--- src/rtl/ssch_pkg.sv ---
package ssch_pkg;

  // What the single issue slot carries in a cycle.
  typedef enum logic [1:0] {
    SLOT_IDLE  = 2'd0,
    SLOT_NEW   = 2'd1,
    SLOT_RETRY = 2'd2
  } slot_kind_e;

endpackage

--- src/rtl/ssch_credit.sv ---
// Per-stream outstanding-reference counters and tag sequence numbers.
module ssch_credit #(
  parameter int N_STREAMS = 128,
  parameter int MAX_OUT   = 8,
  parameter int ID_W      = $clog2(N_STREAMS),
  parameter int TAG_W     = $clog2(MAX_OUT),
  parameter int CNT_W     = $clog2(MAX_OUT + 1)
) (
  input  logic                     clk,
  input  logic                     rst_n,
  input  logic                     inc_vld,
  input  logic [ID_W-1:0]          inc_id,
  input  logic                     dec_vld,
  input  logic [ID_W-1:0]          dec_id,
  output logic [N_STREAMS-1:0]     at_limit,
  output logic [N_STREAMS*TAG_W-1:0] seq_flat
);

  localparam logic [CNT_W-1:0] CNT_MAX = CNT_W'(MAX_OUT);
  localparam logic [TAG_W-1:0] SEQ_TOP = TAG_W'(MAX_OUT - 1);

  for (genvar s = 0; s < N_STREAMS; s++) begin : g_strm
    logic [CNT_W-1:0] cnt_q, cnt_d;
    logic [TAG_W-1:0] seq_q, seq_d;
    logic             hit_inc, hit_dec, cnt_en;

    assign hit_inc = inc_vld && (inc_id == ID_W'(s));
    assign hit_dec = dec_vld && (dec_id == ID_W'(s));
    assign cnt_en  = hit_inc ^ hit_dec;

    always_comb begin
      cnt_d = cnt_q;
      if (hit_inc && !hit_dec) begin
        cnt_d = cnt_q + 1'b1;
      end else if (hit_dec && !hit_inc) begin
        cnt_d = cnt_q - 1'b1;
      end
      seq_d = (seq_q == SEQ_TOP) ? '0 : seq_q + 1'b1;
    end

    always_ff @(posedge clk or negedge rst_n) begin
      if (!rst_n) begin
        cnt_q <= '0;
      end else if (cnt_en) begin
        cnt_q <= cnt_d;
      end
    end

    always_ff @(posedge clk or negedge rst_n) begin
      if (!rst_n) begin
        seq_q <= '0;
      end else if (hit_inc) begin
        seq_q <= seq_d;
      end
    end

    assign at_limit[s]                   = (cnt_q == CNT_MAX);
    assign seq_flat[s*TAG_W +: TAG_W]    = seq_q;

    // the count never passes the per-stream limit
    a_r4_cnt_bound: assert property (@(posedge clk) disable iff (!rst_n)
      cnt_q <= CNT_MAX);
    // a completion never arrives for a stream with nothing in flight
    a_r4_no_underflow: assert property (@(posedge clk) disable iff (!rst_n)
      (hit_dec && !hit_inc) |-> (cnt_q != '0));
    // crossing increment and decrement keep the count
    a_r5_cross_hold: assert property (@(posedge clk) disable iff (!rst_n)
      (hit_inc && hit_dec) |=> $stable(cnt_q));
  end

endmodule

--- src/rtl/ssch_rr_pick.sv ---
// Rotating-priority search over the eligible streams.
module ssch_rr_pick #(
  parameter int N_STREAMS = 128,
  parameter int ID_W      = $clog2(N_STREAMS)
) (
  input  logic                 clk,
  input  logic                 rst_n,
  input  logic [N_STREAMS-1:0] req,
  input  logic                 adv,
  output logic                 gnt_vld,
  output logic [ID_W-1:0]      gnt_id
);

  localparam logic [ID_W-1:0] LAST_RST = ID_W'(N_STREAMS - 1);

  logic [ID_W-1:0] last_q;

  always_comb begin
    gnt_vld = 1'b0;
    gnt_id  = '0;
    for (int k = 0; k < N_STREAMS; k++) begin
      int pos;
      pos = int'(last_q) + 1 + k;
      if (pos >= N_STREAMS) pos = pos - N_STREAMS;
      if (!gnt_vld && req[pos]) begin
        gnt_vld = 1'b1;
        gnt_id  = ID_W'(pos);
      end
    end
  end

  always_ff @(posedge clk or negedge rst_n) begin
    if (!rst_n) begin
      last_q <= LAST_RST;
    end else if (adv) begin
      last_q <= gnt_id;
    end
  end

  // a grant always lands on a requesting stream
  a_r2_grant_requested: assert property (@(posedge clk) disable iff (!rst_n)
    gnt_vld |-> req[gnt_id]);
  // no grant only when nothing requests
  a_r2_idle_when_empty: assert property (@(posedge clk) disable iff (!rst_n)
    !gnt_vld |-> (req == '0));

endmodule

--- src/rtl/ssch_retry_q.sv ---
// First-in first-out pool of refused references awaiting replay.
module ssch_retry_q #(
  parameter int DEPTH = 16,
  parameter int ENT_W = 10
) (
  input  logic             clk,
  input  logic             rst_n,
  input  logic             push,
  input  logic [ENT_W-1:0] push_ent,
  input  logic             pop,
  output logic             vld,
  output logic [ENT_W-1:0] head
);

  localparam int PTR_W = (DEPTH > 1) ? $clog2(DEPTH) : 1;
  localparam int CNT_W = $clog2(DEPTH + 1);
  localparam logic [PTR_W-1:0] PTR_TOP = PTR_W'(DEPTH - 1);
  localparam logic [CNT_W-1:0] CNT_FULL = CNT_W'(DEPTH);

  logic [ENT_W-1:0] ent_q [DEPTH];
  logic [PTR_W-1:0] wr_q, wr_d, rd_q, rd_d;
  logic [CNT_W-1:0] cnt_q, cnt_d;
  logic             do_push, do_pop, cnt_en;

  assign do_pop  = pop && (cnt_q != '0);
  assign do_push = push && ((cnt_q != CNT_FULL) || do_pop);
  assign cnt_en  = do_push ^ do_pop;

  always_comb begin
    wr_d  = (wr_q == PTR_TOP) ? '0 : wr_q + 1'b1;
    rd_d  = (rd_q == PTR_TOP) ? '0 : rd_q + 1'b1;
    cnt_d = do_push ? cnt_q + 1'b1 : cnt_q - 1'b1;
  end

  always_ff @(posedge clk or negedge rst_n) begin
    if (!rst_n) begin
      wr_q <= '0;
    end else if (do_push) begin
      wr_q <= wr_d;
    end
  end

  always_ff @(posedge clk or negedge rst_n) begin
    if (!rst_n) begin
      rd_q <= '0;
    end else if (do_pop) begin
      rd_q <= rd_d;
    end
  end

  always_ff @(posedge clk or negedge rst_n) begin
    if (!rst_n) begin
      cnt_q <= '0;
    end else if (cnt_en) begin
      cnt_q <= cnt_d;
    end
  end

  always_ff @(posedge clk) begin
    if (do_push) begin
      ent_q[wr_q] <= push_ent;
    end
  end

  assign vld  = (cnt_q != '0);
  assign head = ent_q[rd_q];

  // the memory side never refuses into a full pool
  a_r6_no_overflow: assert property (@(posedge clk) disable iff (!rst_n)
    push |-> ((cnt_q != CNT_FULL) || pop));
  // occupancy stays within the pool
  a_r8_cnt_bound: assert property (@(posedge clk) disable iff (!rst_n)
    cnt_q <= CNT_FULL);
  // the head entry stays put until it is taken
  a_r8_head_hold: assert property (@(posedge clk) disable iff (!rst_n)
    (vld && !pop) |=> $stable(head));

endmodule

--- src/rtl/stream_issue_sched.sv ---
module stream_issue_sched
  import ssch_pkg::*;
#(
  parameter int N_STREAMS = 128,
  parameter int MAX_OUT   = 8,
  parameter int RQ_DEPTH  = 16,
  localparam int ID_W     = $clog2(N_STREAMS),
  localparam int TAG_W    = $clog2(MAX_OUT)
) (
  input  logic                 clk,
  input  logic                 rst_n,
  input  logic [N_STREAMS-1:0] strm_active,
  input  logic [N_STREAMS-1:0] strm_ready,
  input  logic [N_STREAMS-1:0] strm_is_mem,
  input  logic                 mem_accept,
  input  logic                 cpl_vld,
  input  logic [ID_W-1:0]      cpl_id,
  input  logic                 rej_vld,
  input  logic [ID_W-1:0]      rej_id,
  input  logic [TAG_W-1:0]     rej_tag,
  output logic                 issue_vld,
  output logic [ID_W-1:0]      issue_id,
  output logic                 issue_retry,
  output logic [TAG_W-1:0]     issue_tag
);

  localparam int ENT_W = ID_W + TAG_W;

  // Reset: asserted asynchronously, released through two flops.
  logic rst_meta_q, rst_ni;

  always_ff @(posedge clk or negedge rst_n) begin
    if (!rst_n) begin
      rst_meta_q <= 1'b0;
      rst_ni     <= 1'b0;
    end else begin
      rst_meta_q <= 1'b1;
      rst_ni     <= rst_meta_q;
    end
  end

  logic [N_STREAMS-1:0]       at_limit;
  logic [N_STREAMS*TAG_W-1:0] seq_flat;
  logic [N_STREAMS-1:0]       mem_ok, elig;
  logic                       gnt_vld, adv, new_mem, pop;
  logic [ID_W-1:0]            gnt_id, rq_id;
  logic [TAG_W-1:0]           rq_tag, seq_sel;
  logic                       rq_vld;
  logic [ENT_W-1:0]           rq_head;
  slot_kind_e                 kind;

  assign mem_ok = ~at_limit & {N_STREAMS{mem_accept}};
  assign elig   = strm_active & strm_ready & (~strm_is_mem | mem_ok);

  ssch_rr_pick #(
    .N_STREAMS (N_STREAMS),
    .ID_W      (ID_W)
  ) i_pick (
    .clk     (clk),
    .rst_n   (rst_ni),
    .req     (elig),
    .adv     (adv),
    .gnt_vld (gnt_vld),
    .gnt_id  (gnt_id)
  );

  ssch_retry_q #(
    .DEPTH (RQ_DEPTH),
    .ENT_W (ENT_W)
  ) i_rq (
    .clk      (clk),
    .rst_n    (rst_ni),
    .push     (rej_vld),
    .push_ent ({rej_id, rej_tag}),
    .pop      (pop),
    .vld      (rq_vld),
    .head     (rq_head)
  );

  assign rq_id  = rq_head[ENT_W-1:TAG_W];
  assign rq_tag = rq_head[TAG_W-1:0];

  ssch_credit #(
    .N_STREAMS (N_STREAMS),
    .MAX_OUT   (MAX_OUT),
    .ID_W      (ID_W),
    .TAG_W     (TAG_W)
  ) i_credit (
    .clk      (clk),
    .rst_n    (rst_ni),
    .inc_vld  (new_mem),
    .inc_id   (gnt_id),
    .dec_vld  (cpl_vld),
    .dec_id   (cpl_id),
    .at_limit (at_limit),
    .seq_flat (seq_flat)
  );

  assign seq_sel = seq_flat[int'(gnt_id)*TAG_W +: TAG_W];

  // Slot decision: a queued replay wins over every new issue.
  always_comb begin
    if (!rst_ni) begin
      kind = SLOT_IDLE;
    end else if (rq_vld && mem_accept) begin
      kind = SLOT_RETRY;
    end else if (gnt_vld) begin
      kind = SLOT_NEW;
    end else begin
      kind = SLOT_IDLE;
    end
  end

  assign adv     = (kind == SLOT_NEW);
  assign pop     = (kind == SLOT_RETRY);
  assign new_mem = adv && strm_is_mem[gnt_id];

  always_comb begin
    issue_vld   = (kind != SLOT_IDLE);
    issue_retry = pop;
    issue_id    = pop ? rq_id : gnt_id;
    if (pop) begin
      issue_tag = rq_tag;
    end else if (new_mem) begin
      issue_tag = seq_sel;
    end else begin
      issue_tag = '0;
    end
  end

  // One cycle after reset release, $past values are meaningful.
  logic seen_q;

  always_ff @(posedge clk or negedge rst_ni) begin
    if (!rst_ni) begin
      seen_q <= 1'b0;
    end else begin
      seen_q <= 1'b1;
    end
  end

  // no issue while the block is held in reset
  a_r1_quiet_in_reset: assert property (@(posedge clk)
    !rst_ni |-> !issue_vld);
  // a new issue names an active, ready stream
  a_r2_issue_live: assert property (@(posedge clk) disable iff (!rst_ni)
    (issue_vld && !issue_retry) |-> (strm_active[issue_id] && strm_ready[issue_id]));
  // with a rival eligible, the last new issuer does not win again
  a_r3_rotate: assert property (@(posedge clk) disable iff (!rst_ni)
    (seen_q && adv && $past(adv) && ($countones(elig) > 1)) |-> (issue_id != $past(gnt_id)));
  // a pending replay goes first whenever memory accepts
  a_r6_retry_first: assert property (@(posedge clk) disable iff (!rst_ni)
    (rq_vld && mem_accept) |-> (issue_vld && issue_retry));
  // no replay while memory refuses
  a_r6_retry_waits: assert property (@(posedge clk) disable iff (!rst_ni)
    !mem_accept |-> !issue_retry);
  // no memory issue leaves while memory refuses
  a_r4_mem_gated: assert property (@(posedge clk) disable iff (!rst_ni)
    (issue_vld && !issue_retry && strm_is_mem[issue_id]) |-> mem_accept);

endmodule

--- config.mk ---
export PLATFORM = sky130hd
export DESIGN_NAME = stream_issue_sched
export DESIGN_NICKNAME = d
export VERILOG_FILES = /design/src/rtl/ssch_pkg.sv /design/src/rtl/ssch_credit.sv /design/src/rtl/ssch_rr_pick.sv /design/src/rtl/ssch_retry_q.sv /design/src/rtl/stream_issue_sched.sv
export SDC_FILE = /design/constraint.sdc
export NUM_CORES = 2
export LEC_CHECK = 0
export BUFFER_PORTS_ARGS = -buffer_cell sky130_fd_sc_hd__buf_2
export CAP_MARGIN = 20
export CORE_UTILIZATION = 35
export CTS_CLUSTER_DIAMETER = 30
export CTS_CLUSTER_SIZE = 40
export DETAILED_ROUTE_END_ITERATION = 7
export PLACE_DENSITY = 0.51
export SKIP_LAST_GASP = 1
export SLEW_MARGIN = 10
export SYNTH_ARGS = -nofsm -noshare
export SYNTH_HDL_FRONTEND = slang
export SYNTH_HIERARCHICAL = 1
export SYNTH_SLANG_ARGS = --single-unit
--- constraint.sdc ---
create_clock -name clk -period 72.8 [get_ports clk]
set_input_delay 7.28 -clock clk [delete_from_list [all_inputs] [get_ports clk]]
set_output_delay 7.28 -clock clk [all_outputs]
set_load 0.03 [all_outputs]
==> results.md <==
* Commonest non-fill, non-tap cell in the layout: nand2_1
* Worst Path Arrival at 22530 ps
* Setup CP Type: in -> out
* RSZ-0062 raised after global routing: no
* Reg2reg start: i_pick/last_q[0]$_DFFE_PN1P_
* Layout Utilization at 42.4%
* Final-report setup violation count at 0
* CTS tree: built
* Cell count after synthesis at 10300
* Hold_buf cts at 0
* Sequential-to-total area share from yosys stat at 27.8%
* Most used cell, CP: buf_4
* Mapped Nets at 11500
* Clock root buffer: clkbuf_16
* GR Util met2 at 60.6%
* M1 GR Usage at 47.7%
* Yosys top cell area share at 22.8%
* Slew Viols, Final at 0
* Worst-Skew Late Latency at 910 ps
* Max Cap Viol at 0
* Required @ worst endpoint at 65520 ps
* Die width at 537 um
* Yosys top cell by area: dfrtp_1
* Floorplan row count at 195
* Outcome: completed
* Clk pin slew, worst setup/hold paths at 40 ps
* Routed len/inst at 39.3 um
* Slowest cell on the critical path: nor3_1
* Period utilization at 40.9%
* Crit Path Max Fanout at 73
* Antenna violations before repair at 112
* Hold Vio Cnt, Final at 0
* Gpl congestion at 1.11
* Top cells by area, synth: dfrtp_1, mux4_2, ha_1, mux2_2, mux2i_1
* Clock buffer depth at 4
* Vias in the first global route at 94000
* Overflow after GRT at 0
* Most frequent cells in the layout: nand2_1, dfrtp_1, ha_1
* Synth warn at 6
* Synth Cell Area at 0.100 mm2
* Initial core utilization at 35.3%
* Worst-Margin Slew at 1310 ps
* DRT iter0 DRCs at 11300
* Num CTS Buffers at 311
* Vias per inst at 6.54
* Clk_skew at 81.7 ps
* TritonCTS Sinks at 1078
* WL final at 587 mm
* Final critical-path required period at 29810 ps
* # DRC at 0
* Reg2Reg Depth at 48
* FMAX at 33.5 MHz
* Reg-to-reg slack, setup at 51170 ps
* Setup Fix Bufs, Post-CTS at 0
* Slew headroom at 12.8%
* Die Ht at 537 um
* Routed Antenna Nets at 0
* Ys async rst share at 85.2%
* Syn avg cell area at 9.70 um2
* Most common flop cell mapped by yosys: dfrtp_1
* Final cell count without fillers at 14900
* FF+latch count, synth at 1078
* Detailed Routing Iterations Pass 1 at 6
* Hold Path Class: reg -> async
* PortBufs at 417
* Core Region at 0.283 mm2
* Layout Nets at 12100
* Die area at 0.288 mm2
* First-pass GRT wire length at 789 mm
* TNS Setup at 0 ps
* Yosys cell types at 125
* Final hold slack at 330 ps
* CP startpoint kind: input port
* Placed insts at 14300
* DP HPWL at 466 mm
* CTS H-Tree Depth at 5
* Busiest grt layer: met2
* Share of cells above drive strength 1 at 24.0%
* Via count at 97600
* I/O pins at 418
* Nature of the critical path endpoint: primary output
* Number of flops mapped to enable cells by yosys at 160
* Worst path max stage delay at 960 ps
* Resize count post-CTS at 0
* GRT met3 Usage at 10.4%
* FF-to-FF End: i_credit/g_strm[13].cnt_q[3]$_DFFE_PN0P_
* Area delta synth->final at 20.0%
* Largest net degree at the start of global routing at 161
* Gr usage total at 39.9%
final cells by class:
cell class | count | area (um2)
Fill cell | 27100 | 163000
Clock inverter | 147 | 2240
Clock buffer | 417 | 8720
Sequential cell | 1078 | 27800
Timing Repair Buffer | 847 | 5460
Tap cell | 3743 | 4680
Multi-Input combinational cell | 8352 | 69900
Antenna cell | 47 | 118
Inverter | 298 | 1120
critical path: cells and delay by family:
family	cells	cell delay, ps
compound gates	15	5190
buf+inv	9	3580
simple gates	15	5600
mux	1	510
worst max-delay path by stage:
stage                          start      endpoint  cells after the start
floorplan           rst_ni$_DFF_PN0_   issue_id[3]                      4
global placement          mem_accept  issue_tag[1]                     39
detailed placement        mem_accept  issue_tag[1]                     39
CTS                       mem_accept  issue_tag[1]                     39
global route              mem_accept  issue_tag[1]                     39
finish                    mem_accept  issue_tag[0]                     40
through the flow:
step / setup WS, ps / instance area (um2)
after floorplan: 40110 / 100000
after global placement: 43740 / 109000
after detailed placement: 43770 / 109000
after CTS: 43690 / 120000
after global routing: 43000 / 120000
final: 42990 / 120000
sequential cells by signal (all words and copies together), names as in the netlist:
register	cells
rst_meta_q	1
i_rq/ent_q	160
i_pick/last_q	7
i_rq/wr_q	4
i_rq/rd_q	4
i_credit/g_strm.seq_q	384
i_rq/cnt_q	5
i_credit/g_strm.cnt_q	512
rst_ni	1
kinds of logic after synthesis:
kind of cell | synth area share (%)
other | 0.00375
AND/OR/NAND/NOR | 17.5
buffers and inverters | 3.78
XOR/XNOR | 3.80
adder cells (fa/ha/maj) | 10.9
flip-flops | 27.8
AO/OA/AOI/OAI | 15.1
multiplexers | 21.2
Yosys cell counts (157+ instances only):
cell and instances:
dfrtp_1 911, nor2_1 615, a21oi_1 502, and3_1 164, edfxtp_1 160, clkbuf_1 392
o211ai_1 314, or3_1 157, inv_1 289, mux2i_1 547, mux2_2 593, ha_1 665
mux4_2 393, xnor2_1 393, nor3_1 273, nand2_1 915, nand3_1 400, o21ai_0 559
routing by layer:
layer / share of wire, % / vias to the layer above / wire length, um
met2: 44 / 5239 / 256000
met1: 38 / 49700 / 223000
li1: - / 41000 / -
met3: 8.8 / 1598 / 51700
met5: 0.054 / - / 315
met4: 9.5 / 46 / 55900
Power is left out: the tool's default activity adds up to more than one toggle a clock period on the data nets, which glitch-free logic cannot reach.
